**config.mk**
```make
export PLATFORM = sky130hd
export DESIGN_NAME = gpio_port_irq
export DESIGN_NICKNAME = d
export VERILOG_FILES = /design/src/rtl/gpio_port_pkg.sv /design/src/rtl/gpio_pad_sync.sv /design/src/rtl/gpio_trig_detect.sv /design/src/rtl/gpio_irq_status.sv /design/src/rtl/gpio_port_irq.sv
export SDC_FILE = /design/constraint.sdc
export NUM_CORES = 1
export LEC_CHECK = 0
export CORE_MARGIN = 2
export CORE_UTILIZATION = 50
export DETAILED_ROUTE_END_ITERATION = 8
export DONT_BUFFER_PORTS = 1
export HOLD_SLACK_MARGIN = 0.12
export PLACE_DENSITY_LB_ADDON = 0.2
export SKIP_CTS_REPAIR_TIMING = 1
export SYNTH_ARGS = -nofsm -noshare
export SYNTH_HDL_FRONTEND = slang
export SYNTH_SLANG_ARGS = --single-unit
```
**constraint.sdc**
```tcl
create_clock -name clk -period 1.9 [get_ports clk]
set_clock_uncertainty 0.05 [all_clocks]
set_input_delay 0.285 -clock clk [delete_from_list [all_inputs] [get_ports clk]]
set_output_delay 0.285 -clock clk [all_outputs]
set_load 0.02 [all_outputs]
```
**src/rtl/gpio_port_pkg.sv**
```systemverilog
// Package: shared types for the GPIO port.
// Holds the register index encoding (word offset / 4) and the trigger codes.
package gpio_port_pkg;

    localparam int BUS_ADDR_W = 5;

    typedef enum logic [2:0] {
        IDX_DOUT  = 3'd0,
        IDX_DIR   = 3'd1,
        IDX_PAD   = 3'd2,
        IDX_CFG_L = 3'd3,
        IDX_CFG_H = 3'd4,
        IDX_MASK  = 3'd5,
        IDX_STAT  = 3'd6,
        IDX_BOTH  = 3'd7
    } reg_idx_e;

    typedef enum logic [1:0] {
        TRIG_LOW  = 2'd0,
        TRIG_HIGH = 2'd1,
        TRIG_RISE = 2'd2,
        TRIG_FALL = 2'd3
    } trig_e;

endpackage

```
**src/rtl/gpio_pad_sync.sv**
```systemverilog
// Module: gpio_pad_sync
// Two-flop synchroniser for a vector of asynchronous pad inputs.
// Assumes the pins are independent; no bus coherency is implied across bits.
module gpio_pad_sync #(
    parameter int WIDTH = 32
) (
    input  logic             clk,
    input  logic             rst_n,
    input  logic [WIDTH-1:0] pad_async,
    output logic [WIDTH-1:0] pad_sync
);

    logic [WIDTH-1:0] meta_q;
    logic [WIDTH-1:0] sync_q;

    // Two register stages per pin; both clear on reset.
    always_ff @(posedge clk) begin
        if (!rst_n) begin
            meta_q <= '0;
            sync_q <= '0;
        end else begin
            meta_q <= pad_async;
            sync_q <= meta_q;
        end
    end

    assign pad_sync = sync_q;

endmodule

```
**src/rtl/gpio_trig_detect.sv**
```systemverilog
// Module: gpio_trig_detect
// Per-pin trigger detection. It compares the synchronised level against the
// previous sample for edges and uses the level directly for level triggers.
// Assumes the input is already synchronous. The 2-bit fields come packed
// HALF pins per configuration word. A set both-edge bit overrides the field.
module gpio_trig_detect
    import gpio_port_pkg::*;
#(
    parameter int PINS = 32
) (
    input  logic            clk,
    input  logic            rst_n,
    input  logic [PINS-1:0] pad_sync,
    input  logic [PINS-1:0] cfg_lo,
    input  logic [PINS-1:0] cfg_hi,
    input  logic [PINS-1:0] both_sel,
    output logic [PINS-1:0] evt
);

    localparam int HALF = PINS / 2;

    logic [PINS-1:0] prev_q;
    logic [PINS-1:0] rise_w;
    logic [PINS-1:0] fall_w;

    // Edge history: the previous synchronised sample of every pin.
    always_ff @(posedge clk) begin
        if (!rst_n) prev_q <= '0;
        else        prev_q <= pad_sync;
    end

    assign rise_w = pad_sync & ~prev_q;
    assign fall_w = ~pad_sync & prev_q;

    for (genvar i = 0; i < PINS; i++) begin : g_pin
        logic [1:0] fld;
        logic       hit;

        if (i < HALF) begin : g_lo
            assign fld = cfg_lo[2*i +: 2];
        end else begin : g_hi
            assign fld = cfg_hi[2*(i-HALF) +: 2];
        end

        // Select the event condition for this pin.
        always_comb begin
            if (both_sel[i]) begin
                hit = rise_w[i] | fall_w[i];
            end else begin
                unique case (trig_e'(fld))
                    TRIG_LOW:  hit = ~pad_sync[i];
                    TRIG_HIGH: hit = pad_sync[i];
                    TRIG_RISE: hit = rise_w[i];
                    TRIG_FALL: hit = fall_w[i];
                    default:   hit = 1'b0;
                endcase
            end
        end

        assign evt[i] = hit;
    end

    // Any change on a both-edge pin must raise an event.
    assert_both_edges_R5: assert property (@(posedge clk) disable iff (!rst_n)
        ((both_sel & (pad_sync ^ prev_q) & ~evt) == '0));

    // A level-high pin that sits high always raises an event.
    assert_level_persist_R6: assert property (@(posedge clk) disable iff (!rst_n)
        ($past(rst_n) && (cfg_lo[1:0] == 2'd1) && !both_sel[0] && pad_sync[0]) |-> evt[0]);

endmodule

```
**src/rtl/gpio_irq_status.sv**
```systemverilog
// Module: gpio_irq_status
// Sticky interrupt status with write-one-to-clear, the enable mask and the
// split of the interrupt lines by half-port. An event in the same cycle as
// a clear wins. Assumes clr_i is already qualified by the bus write strobe.
module gpio_irq_status #(
    parameter int PINS = 32
) (
    input  logic            clk,
    input  logic            rst_n,
    input  logic [PINS-1:0] set_i,
    input  logic [PINS-1:0] clr_i,
    input  logic [PINS-1:0] mask_i,
    output logic [PINS-1:0] status_o,
    output logic            irq_lo,
    output logic            irq_hi,
    output logic            irq_any
);

    localparam int HALF = PINS / 2;

    logic [PINS-1:0] status_q;
    logic [PINS-1:0] pend_w;

    // Status update: clear the written ones, then OR in the new events.
    always_ff @(posedge clk) begin
        if (!rst_n) status_q <= '0;
        else        status_q <= (status_q & ~clr_i) | set_i;
    end

    assign pend_w   = status_q & mask_i;
    assign irq_lo   = |pend_w[HALF-1:0];
    assign irq_hi   = |pend_w[PINS-1:HALF];
    assign irq_any  = irq_lo | irq_hi;
    assign status_o = status_q;

    // Every event of the last cycle is held in status.
    assert_set_wins_R8: assert property (@(posedge clk) disable iff (!rst_n)
        $past(rst_n) |-> ((status_q & $past(set_i)) == $past(set_i)));

    // A cleared bit without a competing event reads zero.
    assert_w1c_R7: assert property (@(posedge clk) disable iff (!rst_n)
        $past(rst_n) |-> ((status_q & $past(clr_i & ~set_i)) == '0));

    // A raised line needs an enabled pending pin.
    assert_irq_gate_R9: assert property (@(posedge clk) disable iff (!rst_n)
        irq_any |-> ((status_q & mask_i) != '0));

endmodule

```
**src/rtl/gpio_port_irq.sv**
```systemverilog
// Module: gpio_port_irq (top)
// 32-pin GPIO port: register file, bus decode, pad synchroniser, trigger
// detection and interrupt status. Register words are at byte offsets
// 0x00..0x1C. Assumes word-aligned accesses; misaligned ones are ignored.
// Reads are combinational and zero while bus_re is low.
module gpio_port_irq
    import gpio_port_pkg::*;
#(
    parameter int PIN_COUNT = 32
) (
    input  logic                  clk,
    input  logic                  rst_n,
    input  logic [BUS_ADDR_W-1:0] bus_addr,
    input  logic [PIN_COUNT-1:0]  bus_wdata,
    input  logic                  bus_we,
    input  logic                  bus_re,
    output logic [PIN_COUNT-1:0]  bus_rdata,
    input  logic [PIN_COUNT-1:0]  pad_in,
    output logic [PIN_COUNT-1:0]  pad_out,
    output logic [PIN_COUNT-1:0]  pad_oe,
    output logic                  irq_lo,
    output logic                  irq_hi,
    output logic                  irq_any
);

    localparam int W = PIN_COUNT;

    reg_idx_e       idx_w;
    logic           aligned_w;
    logic           wr_hit;
    logic [W-1:0]   dout_q;
    logic [W-1:0]   dir_q;
    logic [W-1:0]   cfg_lo_q;
    logic [W-1:0]   cfg_hi_q;
    logic [W-1:0]   mask_q;
    logic [W-1:0]   both_q;
    logic [W-1:0]   sync_w;
    logic [W-1:0]   evt_w;
    logic [W-1:0]   clr_w;
    logic [W-1:0]   status_w;

    assign idx_w     = reg_idx_e'(bus_addr[BUS_ADDR_W-1:2]);
    assign aligned_w = (bus_addr[1:0] == 2'b00);
    assign wr_hit    = bus_we && aligned_w;

    // Control registers: load the addressed word on a write.
    always_ff @(posedge clk) begin
        if (!rst_n) begin
            dout_q   <= '0;
            dir_q    <= '0;
            cfg_lo_q <= '0;
            cfg_hi_q <= '0;
            mask_q   <= '0;
            both_q   <= '0;
        end else if (wr_hit) begin
            unique case (idx_w)
                IDX_DOUT:  dout_q   <= bus_wdata;
                IDX_DIR:   dir_q    <= bus_wdata;
                IDX_CFG_L: cfg_lo_q <= bus_wdata;
                IDX_CFG_H: cfg_hi_q <= bus_wdata;
                IDX_MASK:  mask_q   <= bus_wdata;
                IDX_BOTH:  both_q   <= bus_wdata;
                default:   ;
            endcase
        end
    end

    // Clear vector: write data to the status word, otherwise nothing.
    assign clr_w = (wr_hit && idx_w == IDX_STAT) ? bus_wdata : '0;

    gpio_pad_sync #(.WIDTH(W)) u_sync (
        .clk       (clk),
        .rst_n     (rst_n),
        .pad_async (pad_in),
        .pad_sync  (sync_w)
    );

    gpio_trig_detect #(.PINS(W)) u_trig (
        .clk      (clk),
        .rst_n    (rst_n),
        .pad_sync (sync_w),
        .cfg_lo   (cfg_lo_q),
        .cfg_hi   (cfg_hi_q),
        .both_sel (both_q),
        .evt      (evt_w)
    );

    gpio_irq_status #(.PINS(W)) u_stat (
        .clk      (clk),
        .rst_n    (rst_n),
        .set_i    (evt_w),
        .clr_i    (clr_w),
        .mask_i   (mask_q),
        .status_o (status_w),
        .irq_lo   (irq_lo),
        .irq_hi   (irq_hi),
        .irq_any  (irq_any)
    );

    // Read mux: the addressed word, or zero when not reading.
    always_comb begin
        bus_rdata = '0;
        if (bus_re && aligned_w) begin
            unique case (idx_w)
                IDX_DOUT:  bus_rdata = dout_q;
                IDX_DIR:   bus_rdata = dir_q;
                IDX_PAD:   bus_rdata = sync_w;
                IDX_CFG_L: bus_rdata = cfg_lo_q;
                IDX_CFG_H: bus_rdata = cfg_hi_q;
                IDX_MASK:  bus_rdata = mask_q;
                IDX_STAT:  bus_rdata = status_w;
                IDX_BOTH:  bus_rdata = both_q;
                default:   bus_rdata = '0;
            endcase
        end
    end

    assign pad_out = dout_q;
    assign pad_oe  = dir_q;

    // A direction write shows on pad_oe after the edge.
    assert_dir_write_R2: assert property (@(posedge clk) disable iff (!rst_n)
        (wr_hit && idx_w == IDX_DIR) |=> (pad_oe == $past(bus_wdata)));

    // Nothing reaches the interrupt lines while all pins are masked.
    assert_masked_quiet_R9: assert property (@(posedge clk) disable iff (!rst_n)
        (mask_q == '0) |-> !irq_any);

endmodule

```
==> After elaboration in Yosys (flattened, before gate mapping) <==
Cells that the tools add are included.
{ "op_classes": {"reduce_logical": 45, "n_mul": 0, "muxes": 67, "n_addsub": 0, "n_lt_le_gt_ge": 0, "bitwise": 73, "div_mod_pow": 0, "eq_ne": 103, "shift": 0} }
{ "op_table": {"columns": ["op", "n"], "rows": [
  ["$pmux 32 s8", 1],
  ["$and 32x32->32", 4],
  ["$eq 2x2->1 const B", 64],
  ["$pmux 1 s4", 32],
  ["$not 32->32", 3],
  ["$logic_not 2->1", 33],
  ["$eq 2x1->1 const B", 32],
  ["$mux 32", 2],
  ["$or 1x1->1", 33],
  ["$mux 1", 32],
  ["$not 1->1", 32],
  ["$or 32x32->32", 1],
  ["$reduce_or 16->1", 2],
  ["$eq 3x3->1 const B", 4],
  ["$reduce_and 2->1", 6],
  ["$eq 3x2->1 const B", 2],
  ["$eq 3x1->1 const B", 1],
  ["$logic_and 1x1->1", 3],
  ["$logic_not 3->1", 1]
]} }
{ "word_totals": {"latch_bits": 0, "output_inout_bits": 99, "memories": 0, "romBits": 0, "ff_bits": 320, "mem_bits_rw": 0, "input_bits": 73} }

==> Logic depth before layout (Yosys ltp) <==
{ "logic_depth": {"depth_word": 7, "mapped_depth": 8} }

==> Hierarchy <==
Synthesis repeated with hierarchy kept, for this count alone.
{ "hier_totals": {"hier_cells": 1931, "hier_area_um2": 16351.9} }
{ "modules_own_cells": {"columns": ["mod", "area_each_um2", "cells_per_inst", "n_inst"], "rows": [
  ["gpio_port_irq", 9586.7, 1256, 1],
  ["gpio_trig_detect", 3672.3, 423, 1],
  ["gpio_pad_sync", 1791.7, 134, 1],
  ["gpio_irq_status", 1301.2, 118, 1]
]} }

==> Worst setup path before layout <==
No wires, ideal clock.
{ "synth_timing": {"kind": "input port to output port", "from": "input bus_addr[3]", "to": "output bus_rdata[24]", "cell_stages": 6, "arrival_ns": 1.543, "path_slack_ns": 0.022, "required_ns": 1.565, "cell_sequence": "buf_2 buf_2 buf_2 buf_2 a211o_1 a21oi_1"} }
{ "synth_between": {"elab_chain_len": 3, "elab_cells_between_ends": 10, "classes_between": "7 x eq/ne; 2 x mux; 1 x reduce/logical"} }
{ "synth_rtl": {"columns": ["element", "line", "source"], "rows": [
  ["start, declared", "gpio_port_irq.sv:13", "input logic [BUS_ADDR_W-1:0] bus_addr,"],
  ["$eq 3x3->1 (tied with other cells)", "gpio_port_irq.sv:104", "unique case (idx_w)"],
  ["$pmux 32 s8 *", "gpio_port_irq.sv:104", null],
  ["$mux 32 *", "gpio_port_irq.sv:103", "if (bus_re && aligned_w) begin"],
  ["end, declared", "gpio_port_irq.sv:17", "output logic [PIN_COUNT-1:0] bus_rdata,"]
]} }
Every way passes the cells marked *; elsewhere a longest branch is shown, timed or not.

==> Worst setup path in the final report <==
{ "layout_timing": {"from": "register mask_q[2]", "to": "output irq_any"} }
{ "layout_between": {"elab_chain_len": 3} }
{ "layout_rtl": {"columns": ["element", "line", "source"], "rows": [
  ["start, declared", "gpio_port_irq.sv:35", "logic [W-1:0] mask_q;"],
  ["start signal, assigned", "gpio_port_irq.sv:61", "IDX_MASK: mask_q <= bus_wdata;"],
  ["$and 32x32->32", "gpio_irq_status.sv:30", "assign pend_w = status_q & mask_i;"],
  ["$reduce_or 16->1", "gpio_irq_status.sv:31", "assign irq_lo = |pend_w[HALF-1:0];"],
  ["$or 1x1->1", "gpio_irq_status.sv:33", "assign irq_any = irq_lo | irq_hi;"],
  ["end, declared", "gpio_port_irq.sv:23", "output logic irq_any"]
]} }
No other way between the ends.

==> metrics <==
max_slew headroom 24.2%; Setup CP Type register to output port; clk sinks 320; DRC Markers 0; TritonCTS clock tree done; via count 13800; reg2reg start u_sync.pad_sync[16]; status finished, violations left; slack of the critical path -0.331 ns; initial antenna violation count 2; final setup vio count 30; post-synth top area share 42.9%; # rows 63; Skew-Pair Late Insertion Delay 0.52 ns; DIE AREA 31300 µm²; crit path DAT 1.90 ns; Pleak 0.00680 µW; maximum clock insertion buffer count 3; Seq/Total Area, Yosys 42.9%; post-synthesis cell area 14900 µm²; RSZ-0062 raised after global routing yes; count of antenna-violating nets left after detailed routing 0; worst hold start bus_wdata[7]; global-route wire length before repair 73200 µm; CP required 1.56 ns; Yosys reg bits 320; clock root buffer master clkbuf_16; Post-synth EDFFs 0; vias per cell 5.85; Psw 3670 µW; main area contributors after synthesis dfxtp_1 43%, nand2_1 11%, a21oi_1 8.0%, ha_1 5.4%, mux2i_1 3.1%; DP HPWL 32400 µm; Die Span X 177 µm; Yosys top cell by area dfxtp_1; synth warn 0; Max IR drop VDD 0.729 mV; CTS Buf Count 35; CTS clock-pin slew for the worst setup and hold paths 0.06 ns; Slew Viols, Final 0; pre-CTS setup slack 0.0245 ns; Most used DFF post-synth dfxtp_1; core box area 29600 µm²; setup_tns -3.45 ns; DRT Pass-1 Iters 5; commonest cells after routing, fill and taps aside 451 x nand2_1, 224 x a21oi_1, 222 x dfxtp_1, 97 x buf_4; internal power 11700 µW; Initial Util 50.5%; die height 177 µm; Clock power frac 46.1%; worst slew pin tran 1.13 ns; Reg-to-Reg End u_stat.status_o[16]; Final Cell Area 18400 µm²; max-cap violations 0; largest net degree at the start of global routing 114; Syn Inst Count 1828; gpl congestion 0.895; final worst path period share 117%; share of cells above drive strength 1 19.1%; vias in the first global route 12300; R2R setup slack 0.08 ns; synth-to-layout area growth 23.2%; hold endpoint u_stat.status_o[7]; Power, Total 15400 µW; type of origin of the critical path register; Crit. End Element output port; fmax 0.448 GHz; CP Max Fanout 3; post-route minimum period 2.23 ns; R2R depth 6; Avg Cell Area, Syn 8.17 µm²; DP Area 15800 µm²; Final Hold Fails 0; Min-Delay Path Class input pin to register; syn_nets 1965; Post-Route WL 51000 µm; I/O pin cnt 172; drt wl/cell 21.7 µm; Seq pwr share 45.7%; H-tree levels 2; switching share of power 23.9%; PortBufs 0; pwr dens 837 nW/µm²; Global Route Usage Sum 30.5%; commonest non-fill, non-tap cell in the layout nand2_1; Util after Layout 62.3%; post-synthesis cell type count 48; DRT iter0 DRCs 1327; Worst Hold Depth 2; Remaining Overflow, GRT 0; failing checks negative setup slack; # nets final 2078; ys async rst share 0%; combinational share of power 8.2%
-- synth_stat cells, types with 18 or more instances --
master and number:
mux2i_1 47, a22oi_1 18, and2_1 68, a21oi_1 239, inv_1 77, nand2_1 457, clkbuf_1 66, buf_2 32
dfxtp_1 320, o211ai_1 22, nor2b_1 38, ha_1 64, a211o_1 23, nor2_1 62, a2bb2oi_1 18, nand3_1 23
a211oi_1 23, a221oi_1 20, a31o_2 19, o21ai_0 54
-- layout make-up --
cell class                      count  area [µm²]
Timing Repair Buffer              201        1930
Clock buffer                       52        1100
Antenna cell                        2        5.00
Multi-Input combinational cell   1306        7890
Tap cell                          390         488
Sequential cell                   320        6600
Fill cell                        2546       11200
Clock inverter                      9         101
Inverter                           77         294
-- power by group through the flow --
| stage | combinational, µW | clock [µW] | sequential [µW] |
|---|---|---|---|
| floorplan | 747 | 0 | 7130 |
| global placement | 894 | 0 | 7180 |
| detailed placement | 910 | 0 | 7190 |
| CTS | 917 | 7140 | 7040 |
| global route | 1360 | 7420 | 7050 |
| finish | 1270 | 7100 | 7040 |
-- routing by layer --
metal	global-route usage [%]	wire, µm
met5	0	32
met4	10.2	1420
met3	7.04	5130
met2	47.8	23200
met1	41.5	21200
-- worst max-delay path, stage by stage, from the launching register on --
cell and delay, ns:
dfxtp_1 0.34, a22o_1 0.22, a221oi_2 0.23, nand4_1 0.25, or2_4 0.34
-- flip-flops by register name, indices dropped and copies added, names as in the netlist --
signal,count
cfg_hi_q,32
u_stat.status_o,32
u_sync.meta_q,32
pad_oe,32
mask_q,32
cfg_lo_q,32
pad_out,32
u_sync.pad_sync,32
u_trig.prev_q,32
both_q,32
-- logic make-up after synthesis --
kind of cell / synth area share [%]
xor+xnor: 0.117
fa+ha+maj: 5.36
simple gates: 20.1
flops: 42.9
compound gates: 20.5
buf+inv: 6.03
mux: 5.03
-- worst max path at each step --
stage / from / endpoint / slack, ns / cells past startpoint
final: mask_q[2] / irq_any / -0.33 / 4
after global routing: u_stat.status_o[17] / irq_any / -0.40 / 5
after CTS: u_stat.status_o[2] / irq_any / -0.52 / 4
after detailed placement: bus_addr[3] / bus_rdata[19] / 0.02 / 6
after global placement: bus_addr[3] / bus_rdata[19] / 0.05 / 6
after floorplan: bus_addr[3] / bus_rdata[24] / 0.02 / 6
-- through the flow --
step | cells | hold slack, ns
4_1_cts | 2257 | -0.173
5_1_grt | 2355 | 0.110
3_5_place_dp | 2196 | 0.360
3_3_place_gp | 2196 | 0.358
6_report | 2357 | 0.0827
2_1_floorplan | 1828 | 0.357
No activity file was read; power rests on OpenSTA's default activity.
